**src/rtl/adid_pkg.sv**
```systemverilog
`timescale 1ns/1ps
package adid_pkg;

    localparam int unsigned TBL_DEPTH     = 17;
    localparam int unsigned PTR_W         = $clog2(TBL_DEPTH);
    localparam logic [PTR_W-1:0] PTR_LAST = PTR_W'(TBL_DEPTH - 1);
    localparam int unsigned BITS_PER_BYTE = 8;
    localparam int unsigned CNT_W         = $clog2(BITS_PER_BYTE + 1);

    typedef enum logic [2:0] {
        ST_IDLE,
        ST_ADDR,
        ST_ADDR_ACK,
        ST_WR_BYTE,
        ST_WR_ACK,
        ST_RD_BYTE,
        ST_RD_ACK,
        ST_WAIT_STOP
    } bus_state_e;

    typedef struct packed {
        bus_state_e       state;
        logic [CNT_W-1:0] bit_cnt;
        logic [7:0]       shreg;
        logic             rnw;
        logic             first_wr;
        logic [PTR_W-1:0] ptr;
        logic             mst_ack;
    } ctl_t;

endpackage

```
**src/rtl/adid_bus_sampler.sv**
```systemverilog
`timescale 1ns/1ps
// Synchronizes SCL/SDA and derives edge and bus-condition strobes.
module adid_bus_sampler #(
    parameter int unsigned STAGES = 2
) (
    input  logic clk,
    input  logic rst_n,
    input  logic scl_in,
    input  logic sda_in,
    output logic sda_s,
    output logic scl_rise,
    output logic scl_fall,
    output logic start_det,
    output logic stop_det
);

    localparam int unsigned LINES = 2;

    logic [LINES-1:0] raw;
    logic [LINES-1:0] lvl;
    logic [LINES-1:0] prev_q;

    assign raw = {scl_in, sda_in};

    for (genvar g = 0; g < LINES; g++) begin : g_line
        logic [STAGES-1:0] chain_q;
        always_ff @(posedge clk or negedge rst_n) begin
            if (!rst_n) chain_q <= '1;
            else        chain_q <= {chain_q[STAGES-2:0], raw[g]};
        end
        assign lvl[g] = chain_q[STAGES-1];
    end

    always_ff @(posedge clk or negedge rst_n) begin
        if (!rst_n) prev_q <= '1;
        else        prev_q <= lvl;
    end

    // lvl[1] = SCL, lvl[0] = SDA
    assign sda_s     = lvl[0];
    assign scl_rise  = lvl[1] & ~prev_q[1];
    assign scl_fall  = ~lvl[1] & prev_q[1];
    assign start_det = lvl[1] & prev_q[1] & prev_q[0] & ~lvl[0];
    assign stop_det  = lvl[1] & prev_q[1] & ~prev_q[0] & lvl[0];

endmodule

```
**src/rtl/adid_id_table.sv**
```systemverilog
`timescale 1ns/1ps
// Fixed identification bytes; anything past the text reads as 0xFF.
module adid_id_table
    import adid_pkg::*;
(
    input  logic [PTR_W-1:0] idx,
    output logic [7:0]       data
);

    always_comb begin
        case (int'(idx))
            0:       data = 8'h44;
            1:       data = 8'h50;
            2:       data = 8'h2D;
            3:       data = 8'h48;
            4:       data = 8'h44;
            5:       data = 8'h4D;
            6:       data = 8'h49;
            7:       data = 8'h20;
            8:       data = 8'h41;
            9:       data = 8'h44;
            10:      data = 8'h41;
            11:      data = 8'h50;
            12:      data = 8'h54;
            13:      data = 8'h4F;
            14:      data = 8'h52;
            15:      data = 8'h04;
            default: data = 8'hFF;
        endcase
    end

endmodule

```
**src/rtl/adid_drive_timer.sv**
```systemverilog
`timescale 1ns/1ps
// Applies the requested SDA drive HOLD_CYC clocks after each SCL fall.
module adid_drive_timer #(
    parameter int unsigned HOLD_CYC = 4
) (
    input  logic clk,
    input  logic rst_n,
    input  logic enable,
    input  logic fall,
    input  logic clear,
    input  logic want,
    output logic drive
);

    localparam int unsigned HW = $clog2(HOLD_CYC + 1);

    logic [HW-1:0] cnt_d, cnt_q;
    logic          drv_d, drv_q;

    always_comb begin
        cnt_d = cnt_q;
        drv_d = drv_q;
        if (!enable || clear) begin
            cnt_d = '0;
            drv_d = 1'b0;
        end else if (fall) begin
            cnt_d = HW'(HOLD_CYC);
        end else if (cnt_q != '0) begin
            cnt_d = cnt_q - 1'b1;
            if (cnt_q == HW'(1)) drv_d = want;
        end
    end

    always_ff @(posedge clk or negedge rst_n) begin
        if (!rst_n) begin
            cnt_q <= '0;
            drv_q <= 1'b0;
        end else begin
            cnt_q <= cnt_d;
            drv_q <= drv_d;
        end
    end

    assign drive = drv_q;

endmodule

```
**src/rtl/adid_rom_target.sv**
```systemverilog
`timescale 1ns/1ps
// I2C target serving a fixed adaptor identification table.
module adid_rom_target
    import adid_pkg::*;
#(
    parameter logic [6:0]  DEV_ADDR    = 7'h40,
    parameter int unsigned SYNC_STAGES = 2,
    parameter int unsigned HOLD_CYC    = 4
) (
    input  logic clk,
    input  logic rst_n,
    input  logic enable,
    input  logic scl_in,
    input  logic sda_in,
    output logic sda_pull_low
);

    localparam ctl_t CTL_RST = '{
        state:    ST_IDLE,
        bit_cnt:  '0,
        shreg:    '0,
        rnw:      1'b0,
        first_wr: 1'b0,
        ptr:      '0,
        mst_ack:  1'b0
    };

    logic             sda_s, scl_rise, scl_fall, start_det, stop_det;
    ctl_t             ctl_d, ctl_q;
    logic [PTR_W-1:0] ptr_adv, wr_ofs, tbl_idx;
    logic [7:0]       tbl_data;
    logic             want;

    adid_bus_sampler #(.STAGES(SYNC_STAGES)) u_sampler (
        .clk      (clk),
        .rst_n    (rst_n),
        .scl_in   (scl_in),
        .sda_in   (sda_in),
        .sda_s    (sda_s),
        .scl_rise (scl_rise),
        .scl_fall (scl_fall),
        .start_det(start_det),
        .stop_det (stop_det)
    );

    // Next pointer after a master ACK, clamped at the last entry.
    assign ptr_adv = (ctl_q.ptr == PTR_LAST) ? PTR_LAST : ctl_q.ptr + 1'b1;
    // Written offset, clamped so every out-of-range offset reads 0xFF.
    assign wr_ofs  = (ctl_q.shreg > 8'(PTR_LAST)) ? PTR_LAST : ctl_q.shreg[PTR_W-1:0];
    assign tbl_idx = (ctl_q.state == ST_RD_ACK) ? ptr_adv : ctl_q.ptr;

    adid_id_table u_table (
        .idx (tbl_idx),
        .data(tbl_data)
    );

    always_comb begin
        ctl_d = ctl_q;
        if (!enable) begin
            ctl_d.state   = ST_IDLE;
            ctl_d.bit_cnt = '0;
        end else if (start_det) begin
            ctl_d.state   = ST_ADDR;
            ctl_d.bit_cnt = '0;
        end else if (stop_det) begin
            if (ctl_q.state inside {ST_RD_BYTE, ST_RD_ACK, ST_WAIT_STOP}) begin
                ctl_d.ptr = '0;
            end
            ctl_d.state   = ST_IDLE;
            ctl_d.bit_cnt = '0;
        end else begin
            case (ctl_q.state)
                ST_ADDR, ST_WR_BYTE: begin
                    if (scl_rise) begin
                        ctl_d.shreg   = {ctl_q.shreg[6:0], sda_s};
                        ctl_d.bit_cnt = ctl_q.bit_cnt + 1'b1;
                    end else if (scl_fall && ctl_q.bit_cnt == CNT_W'(BITS_PER_BYTE)) begin
                        ctl_d.bit_cnt = '0;
                        if (ctl_q.state == ST_ADDR) begin
                            if (ctl_q.shreg[7:1] == DEV_ADDR) begin
                                ctl_d.state = ST_ADDR_ACK;
                                ctl_d.rnw   = ctl_q.shreg[0];
                            end else begin
                                ctl_d.state = ST_IDLE;
                            end
                        end else begin
                            ctl_d.state    = ST_WR_ACK;
                            ctl_d.first_wr = 1'b0;
                            if (ctl_q.first_wr) ctl_d.ptr = wr_ofs;
                        end
                    end
                end
                ST_ADDR_ACK: begin
                    if (scl_fall) begin
                        ctl_d.bit_cnt = '0;
                        if (ctl_q.rnw) begin
                            ctl_d.state = ST_RD_BYTE;
                            ctl_d.shreg = tbl_data;
                        end else begin
                            ctl_d.state    = ST_WR_BYTE;
                            ctl_d.first_wr = 1'b1;
                        end
                    end
                end
                ST_WR_ACK: begin
                    if (scl_fall) begin
                        ctl_d.state   = ST_WR_BYTE;
                        ctl_d.bit_cnt = '0;
                    end
                end
                ST_RD_BYTE: begin
                    if (scl_fall) begin
                        if (ctl_q.bit_cnt == CNT_W'(BITS_PER_BYTE - 1)) begin
                            ctl_d.state   = ST_RD_ACK;
                            ctl_d.bit_cnt = '0;
                        end else begin
                            ctl_d.shreg   = {ctl_q.shreg[6:0], 1'b0};
                            ctl_d.bit_cnt = ctl_q.bit_cnt + 1'b1;
                        end
                    end
                end
                ST_RD_ACK: begin
                    if (scl_rise) begin
                        ctl_d.mst_ack = ~sda_s;
                    end else if (scl_fall) begin
                        if (ctl_q.mst_ack) begin
                            ctl_d.state = ST_RD_BYTE;
                            ctl_d.ptr   = ptr_adv;
                            ctl_d.shreg = tbl_data;
                        end else begin
                            ctl_d.state = ST_WAIT_STOP;
                        end
                    end
                end
                default: ;
            endcase
        end
    end

    always_ff @(posedge clk or negedge rst_n) begin
        if (!rst_n) ctl_q <= CTL_RST;
        else        ctl_q <= ctl_d;
    end

    always_comb begin
        case (ctl_q.state)
            ST_ADDR_ACK, ST_WR_ACK: want = 1'b1;
            ST_RD_BYTE:             want = ~ctl_q.shreg[7];
            default:                want = 1'b0;
        endcase
    end

    adid_drive_timer #(.HOLD_CYC(HOLD_CYC)) u_timer (
        .clk   (clk),
        .rst_n (rst_n),
        .enable(enable),
        .fall  (scl_fall),
        .clear (start_det | stop_det),
        .want  (want),
        .drive (sda_pull_low)
    );

endmodule

```
**config.mk**
```make
export PLATFORM = sky130hd
export DESIGN_NAME = adid_rom_target
export DESIGN_NICKNAME = d
export VERILOG_FILES = /design/src/rtl/adid_pkg.sv /design/src/rtl/adid_bus_sampler.sv /design/src/rtl/adid_id_table.sv /design/src/rtl/adid_drive_timer.sv /design/src/rtl/adid_rom_target.sv
export SDC_FILE = /design/constraint.sdc
export NUM_CORES = 1
export LEC_CHECK = 0
export BUFFER_PORTS_ARGS = -buffer_cell sky130_fd_sc_hd__buf_2
export CORE_ASPECT_RATIO = 1.25
export CORE_MARGIN = 2
export CORE_UTILIZATION = 45
export DETAILED_ROUTE_END_ITERATION = 7
export PLACE_DENSITY = 0.63
export REMOVE_ABC_BUFFERS = 1
export SLEW_MARGIN = 20
export SYNTH_ARGS = -nofsm -noshare
export SYNTH_HDL_FRONTEND = slang
export SYNTH_HIERARCHICAL = 1
export SYNTH_SLANG_ARGS = --single-unit
```
**constraint.sdc**
```tcl
create_clock -name clk -period 4.1 [get_ports clk]
set_clock_uncertainty 0.05 [all_clocks]
set_input_delay 0.41 -clock clk [delete_from_list [all_inputs] [get_ports clk]]
set_output_delay 0.41 -clock clk [all_outputs]
set_load 0.05 [all_outputs]
```
Word level (Yosys, flattened, before mapping)
Memories as Yosys holds them, arrays and structs flattened.
Index checks and enable logic that the tools add are counted.
{"block": "word_totals", "regBits": 33, "mem_count": 1, "wordCells": 149, "mem_bits_ro": 112, "in_bits": 5, "out_inout_bits": 1}
{"memory": "(name not given)", "words": 16, "word_bits": 7, "read_ports": 1, "rd_clocked_by_memory_dff": 0, "write_ports": 0, "line_no": "adid_id_table.sv:11", "source": "case (int'(idx))"}
{"block": "op_classes", "n_bitwise": 16, "n_mux": 51, "add_sub_neg": 3, "n_eq_ne": 44, "order_cmp": 1, "n_reduce_logical": 21}
{"cell": "$mux W8", "count": 7}
{"cell": "$mux W5", "count": 9}
{"cell": "$mux W7", "count": 5}
{"cell": "$ne A5 B5 Y1 const B", "count": 7}
{"cell": "$pmux W8 S4", "count": 1}
{"cell": "$mux W15", "count": 2}
{"cell": "$mux W3", "count": 9}
{"cell": "$ne A2 B2 Y1 const B", "count": 12}
{"cell": "$ne A3 B3 Y1 const B", "count": 7}
{"cell": "$mux W6", "count": 3}
{"cell": "$reduce_and A9 Y1", "count": 2}
{"cell": "$pmux W4 S4", "count": 1}
{"cell": "$pmux W3 S5", "count": 1}
{"cell": "$eq A3 B3 Y1 const B", "count": 4}
{"cell": "$reduce_and A12 Y1", "count": 1}
{"cell": "$reduce_bool A3 Y1", "count": 4}
{"cell": "$reduce_and A11 Y1", "count": 1}
{"cell": "$pmux W5 S2", "count": 1}
{"cell": "$reduce_and A5 Y1", "count": 2}
{"cell": "$gt A8 B5 Y1 const B", "count": 1}
{"cell": "$mux W4", "count": 2}
{"cell": "$ne A8 B1 Y1 const B", "count": 1}
{"cell": "$not A1 Y1", "count": 8}
{"cell": "$reduce_and A8 Y1", "count": 1}
{"cell": "other kinds (25)", "count": 44}

Depth between registers and ports, before layout
An unclocked memory read counts as a cell.
{"block": "depth", "depth_word": 11, "ltp_mapped": 14, "ltp_nobuf": 13}

Cells and area by module
The synthesis kept the hierarchy.
{"mod": "adid_rom_target", "cells_each": 212, "n_inst": 1, "seq_area_each_um2": 575.6, "area_per_inst_um2": 1752.9}
{"mod": "adid_id_table", "cells_each": 35, "n_inst": 1, "seq_area_each_um2": 0.0, "area_per_inst_um2": 250.2}
{"mod": "adid_drive_timer", "cells_each": 22, "n_inst": 1, "seq_area_each_um2": 100.1, "area_per_inst_um2": 247.7}
{"mod": "adid_bus_sampler", "cells_each": 10, "n_inst": 1, "seq_area_each_um2": 157.7, "area_per_inst_um2": 190.2}

Worst setup path after synthesis
Ideal clock, no wire load.
{"block": "synth_timing", "path_type": "register to register", "from": "register ctl_q[20] in the netlist's numbering", "to": "register ctl_q[8] in the netlist's numbering", "required_ps": 3925, "setup_time_ps": 125, "path_stages_with_launch": 14, "arrival_ps": 2521, "path_buffers": 1, "path_slack_ps": 1405, "synth_period_minus_slack_ps": 2695, "path_cell_list": "dfrtp_1 nand2b_1 buf_2 nor2_2 o211ai_1 o21ai_0 inv_1 ha_1 nor2b_1 a2111oi_2 a31oi_1 o22ai_1 a21oi_1 mux2_2"}
{"block": "synth_via", "elab_chain_cells": 8, "word_cells_on_any_way": 25, "classes_between": "eq/ne (13); mux (8); reduce/logical (3); memory (1)"}
{"element": "start, declared", "line_no": "adid_rom_target.sv:29", "source": "ctl_t ctl_d, ctl_q;"}
{"element": "start signal, assigned", "line_no": "adid_rom_target.sv:142", "source": "else ctl_q <= ctl_d;"}
{"element": "$eq A3 B3 Y1 (*)", "line_no": "adid_rom_target.sv:50", "source": "assign tbl_idx = (ctl_q.state == ST_RD_ACK) ? ptr_adv : ctl_q.ptr;"}
{"element": "$mux W5 (*)", "line_no": "adid_rom_target.sv:50"}
{"element": "via tbl_idx[0]", "line_no": "adid_rom_target.sv:30", "source": "logic [PTR_W-1:0] ptr_adv, wr_ofs, tbl_idx;"}
{"element": "$mem_v2 Z16 W7 (*)"}
{"element": "$mux W8 (*)", "line_no": "adid_id_table.sv:11"}
{"element": "via tbl_data[0]", "line_no": "adid_rom_target.sv:31", "source": "logic [7:0] tbl_data;"}
{"element": "$mux W8", "line_no": "adid_rom_target.sv:126", "source": "if (ctl_q.mst_ack) begin"}
{"element": "$mux W8", "line_no": "adid_rom_target.sv:125", "source": "end else if (scl_fall) begin"}
{"element": "$mux W8", "line_no": "adid_rom_target.sv:123", "source": "if (scl_rise) begin"}
{"element": "$pmux W8 S4 (*)", "line_no": "adid_rom_target.sv:72", "source": "case (ctl_q.state)"}
The timed path passes the listed nets; every way through them passes the cells marked *. The select of a mux whose other input is x is not followed.
A chain may end at the register's enable or synchronous reset.

Worst setup path in the final report
Same ends and word-level chain as after synthesis.

==> results.py <==
metrics = {
    "run_status": {
        "outcome": "completed",
    },
    "min_path": {
        "hp-class": "in2async",
    },
    "detailed_routing": {
        "drtIter0Drc": 151,
        "via_per_inst": 5.81,
        "post_drt_wl_per_cell_um": 15.2,
        "vias": 2023,
        "route.detailed.drc": 0,
        "wl_um": 5280,
        "detail_route.first_pass.iterations": 5,
        "ant_nets": 0,
    },
    "global_routing": {
        "antenna_found_initial": 0,
        "overflow": 0,
        "grt_max_degree": 34,
        "grt_usage_pct": 19.2,
        "grt_pass1_vias": 1978,
        "grt_pass1_wl_um": 9340,
    },
    "place": {
        "io_buffers": 5,
        "place.gp.congestion": 0.829,
        "placed_area_um2": 2490,
        "post-place-ws_ns": 1.07,
        "dp_hpwl_um": 3950,
    },
    "worst_setup_path": {
        "critical_path_class": "reg2reg",
        "worstSetupEndpointType": "flop",
        "cp_data_arrival_time_ns": 3.19,
        "path_max_fanout": 12,
        "critPathLaunchType": "flop",
        "worstPathRequired_ns": 4.23,
    },
    "layout": {
        "drive_above_1_share_pct": 15.5,
        "final_nets": 300,
        "num_antenna_cells": 0,
        "fin_area_um2": 2580,
        "syn_to_final_growth_pct": 5.84,
        "mostFrequentLayoutCell": "nand2_1",
        "multi_input_area_um2": 1460,
        "fillers": 532,
        "layout.area.seq_um2": 833,
        "mostFrequentLayoutCells": "34 x nand2_1, 27 x dfrtp_1, 21 x a21oi_1, 15 x inv_1, 15 x nand3_1",
    },
    "sta": {
        "worstMarginPinSlew_ns": 0.931,
        "report.final.hold_viol_count": 0,
        "relSlewSlack_pct": 37.3,
        "layout_setup_ws_ns": 1.04,
        "period_needed_ns": 3.06,
        "report.final.slew_viol_count": 0,
        "rsz0062_at_grt": "false",
        "fin_setup_tns_ns": 0,
        "clock.fmax_mhz": 327,
        "fin_crit_sh_pct": 74.7,
        "setup_viol_count_final": 0,
    },
    "flow_run": {
        "maxCapViolCount": 0,
    },
    "synth": {
        "yosys_warnings": 6,
        "synth_cells": 279,
        "syn_area_um2": 2440,
        "synth_seq_cells": 33,
        "syn_area_per_cell_um2": 8.75,
        "synth-edff-count": 0,
        "synth-seq-area-share_pct": 34.1,
        "async_flop_share_pct": 100,
        "ys_dominant_reg_cell": "dfrtp_1",
        "ys_types": 60,
    },
    "floorplanning": {
        "core_area_um2": 5330,
        "die_x_um": 69.9,
        "start_util_pct": 45.8,
        "row_count": 30,
        "pin_count": 6,
        "die_h_um": 86.3,
        "dieArea_um2": 6030,
    },
    "cts": {
        "clk_latency_ns": 0.29,
        "numCtsBuffers": 5,
        "hold_buffers": 0,
        "cts_tree": "built",
        "cts_root_buffer": "clkbuf_8",
        "clkSlewWorstSetupHoldPaths_ns": 0.07,
        "ctsResizeCount": 0,
        "cts.sinks": 33,
        "post_cts_buffers": 0,
        "cts_max_level": 2,
        "cts_buffer_depth": 2,
    },
    "power_and_ir_drop": {
        "irDropWorstVdd_mv": 0.302,
        "p_leak_nw": 1.06,
        "cellPowerDensity_nw_per_um2": 294,
    },
}
## cells in the mapped netlist (all sizes together), types with 4 or more instances
cell type  count  share of area [%]
nand2         34                5.2
dfrtp         27                 28
a21oi         21                4.3
inv           16                2.5
o21ai         16                3.3
nand3         15                3.1
nor2          15                2.7
buf           12                3.5
ha            12                6.2
mux2          11                5.1
nor2b         11                2.8
nand2b        10                2.9
nand3b         7                2.2
a31oi          6                1.5
dfstp          6                6.5
nor3           5                1.0
o211ai         4                1.4
o22ai          4                1.0
## logic make-up (layout without fill, tap and decap cells)
logic type	Yosys count	after routing	share of synthesized area, %
compound gates	71	71	19.6
xor+xnor	4	4	1.44
fa+ha+maj	12	12	6.15
buf+inv	29	34	6.15
flops	33	33	34.1
mux	12	12	5.48
simple gates	118	118	27.0
## area by class of cell
class / instances / share of cell area, %
well taps: 64 / 3.10
clock buffers: 8 / 3.49
inverters: 16 / 2.32
flip-flops and latches: 33 / 32.3
repair buffers: 10 / 2.42
multi-input cells: 217 / 56.4
## stage by stage
| stage | hold WS (ns) | instances | total power (W) | utilization [%] |
|---|---|---|---|---|
| 2_1_floorplan | 0.0644 | 266 | 0.000475 | - |
| 3_3_place_gp | 0.296 | 340 | 0.000508 | 46.8 |
| 3_5_place_dp | 0.297 | 340 | 0.000511 | 46.8 |
| 6_report | 0.133 | 348 | 0.000761 | 48.5 |
| 4_1_cts | 0.161 | 348 | 0.000767 | 48.5 |
| 5_1_grt | 0.159 | 348 | 0.000808 | 48.5 |
## flip-flops by register name, summed over array words and instances (netlist names)
signal                    count
u_sampler/prev_q              2
u_timer/drive                 1
ctl_q                        23
u_sampler/g_line.chain_q      4
u_timer/cnt_q                 3
## per-layer routing
metal,vias up,global-route usage [%],share of wire (%)
met3,12,2.67,3.0
met1,955,23.2,42
li1,1010,-,-
met5,-,0,0
met4,0,8.74,2.9
met2,46,33.8,52
## power breakdown
group | internal [W] | switching (W) | total [W]
clock | 0.000137 | 0.000117 | 0.000254
combinational | 0.0000634 | 0.0000806 | 0.000144
sequential | 0.000346 | 0.0000161 | 0.000362
## worst max-delay path, cell delays in order, from the launching register on
cell and delay (ns):
dfrtp_1 0.37, nand2b_1 0.35, nor2_2 0.36, o211ai_1 0.17, o21ai_0 0.26, inv_1 0.15, ha_1 0.31, nor2b_1 0.06
a2111oi_2 0.33, a31oi_1 0.08, o22ai_1 0.15, a21oi_1 0.06, mux2_2 0.26
## path summary, 6_finish.rpt
check | end | slack, ns | cells past startpoint | start
max in group asynchronous | u_timer/cnt_q[1] | 3.40 | 1 | rst_n
min in group clk | u_sampler/g_line[0].chain_q[0] | 0.17 | 1 | sda_in
hold / removal | ctl_q[1] | 0.13 | 1 | rst_n
setup reg to reg | ctl_q[8] | 1.04 | 12 | ctl_q[20]
hold reg to reg | u_sampler/g_line[0].chain_q[1] | 0.31 | 0 | u_sampler/g_line[0].chain_q[0]
setup / recovery | ctl_q[8] | 1.04 | 12 | ctl_q[20]
No activity file was read; power rests on OpenSTA's default activity.
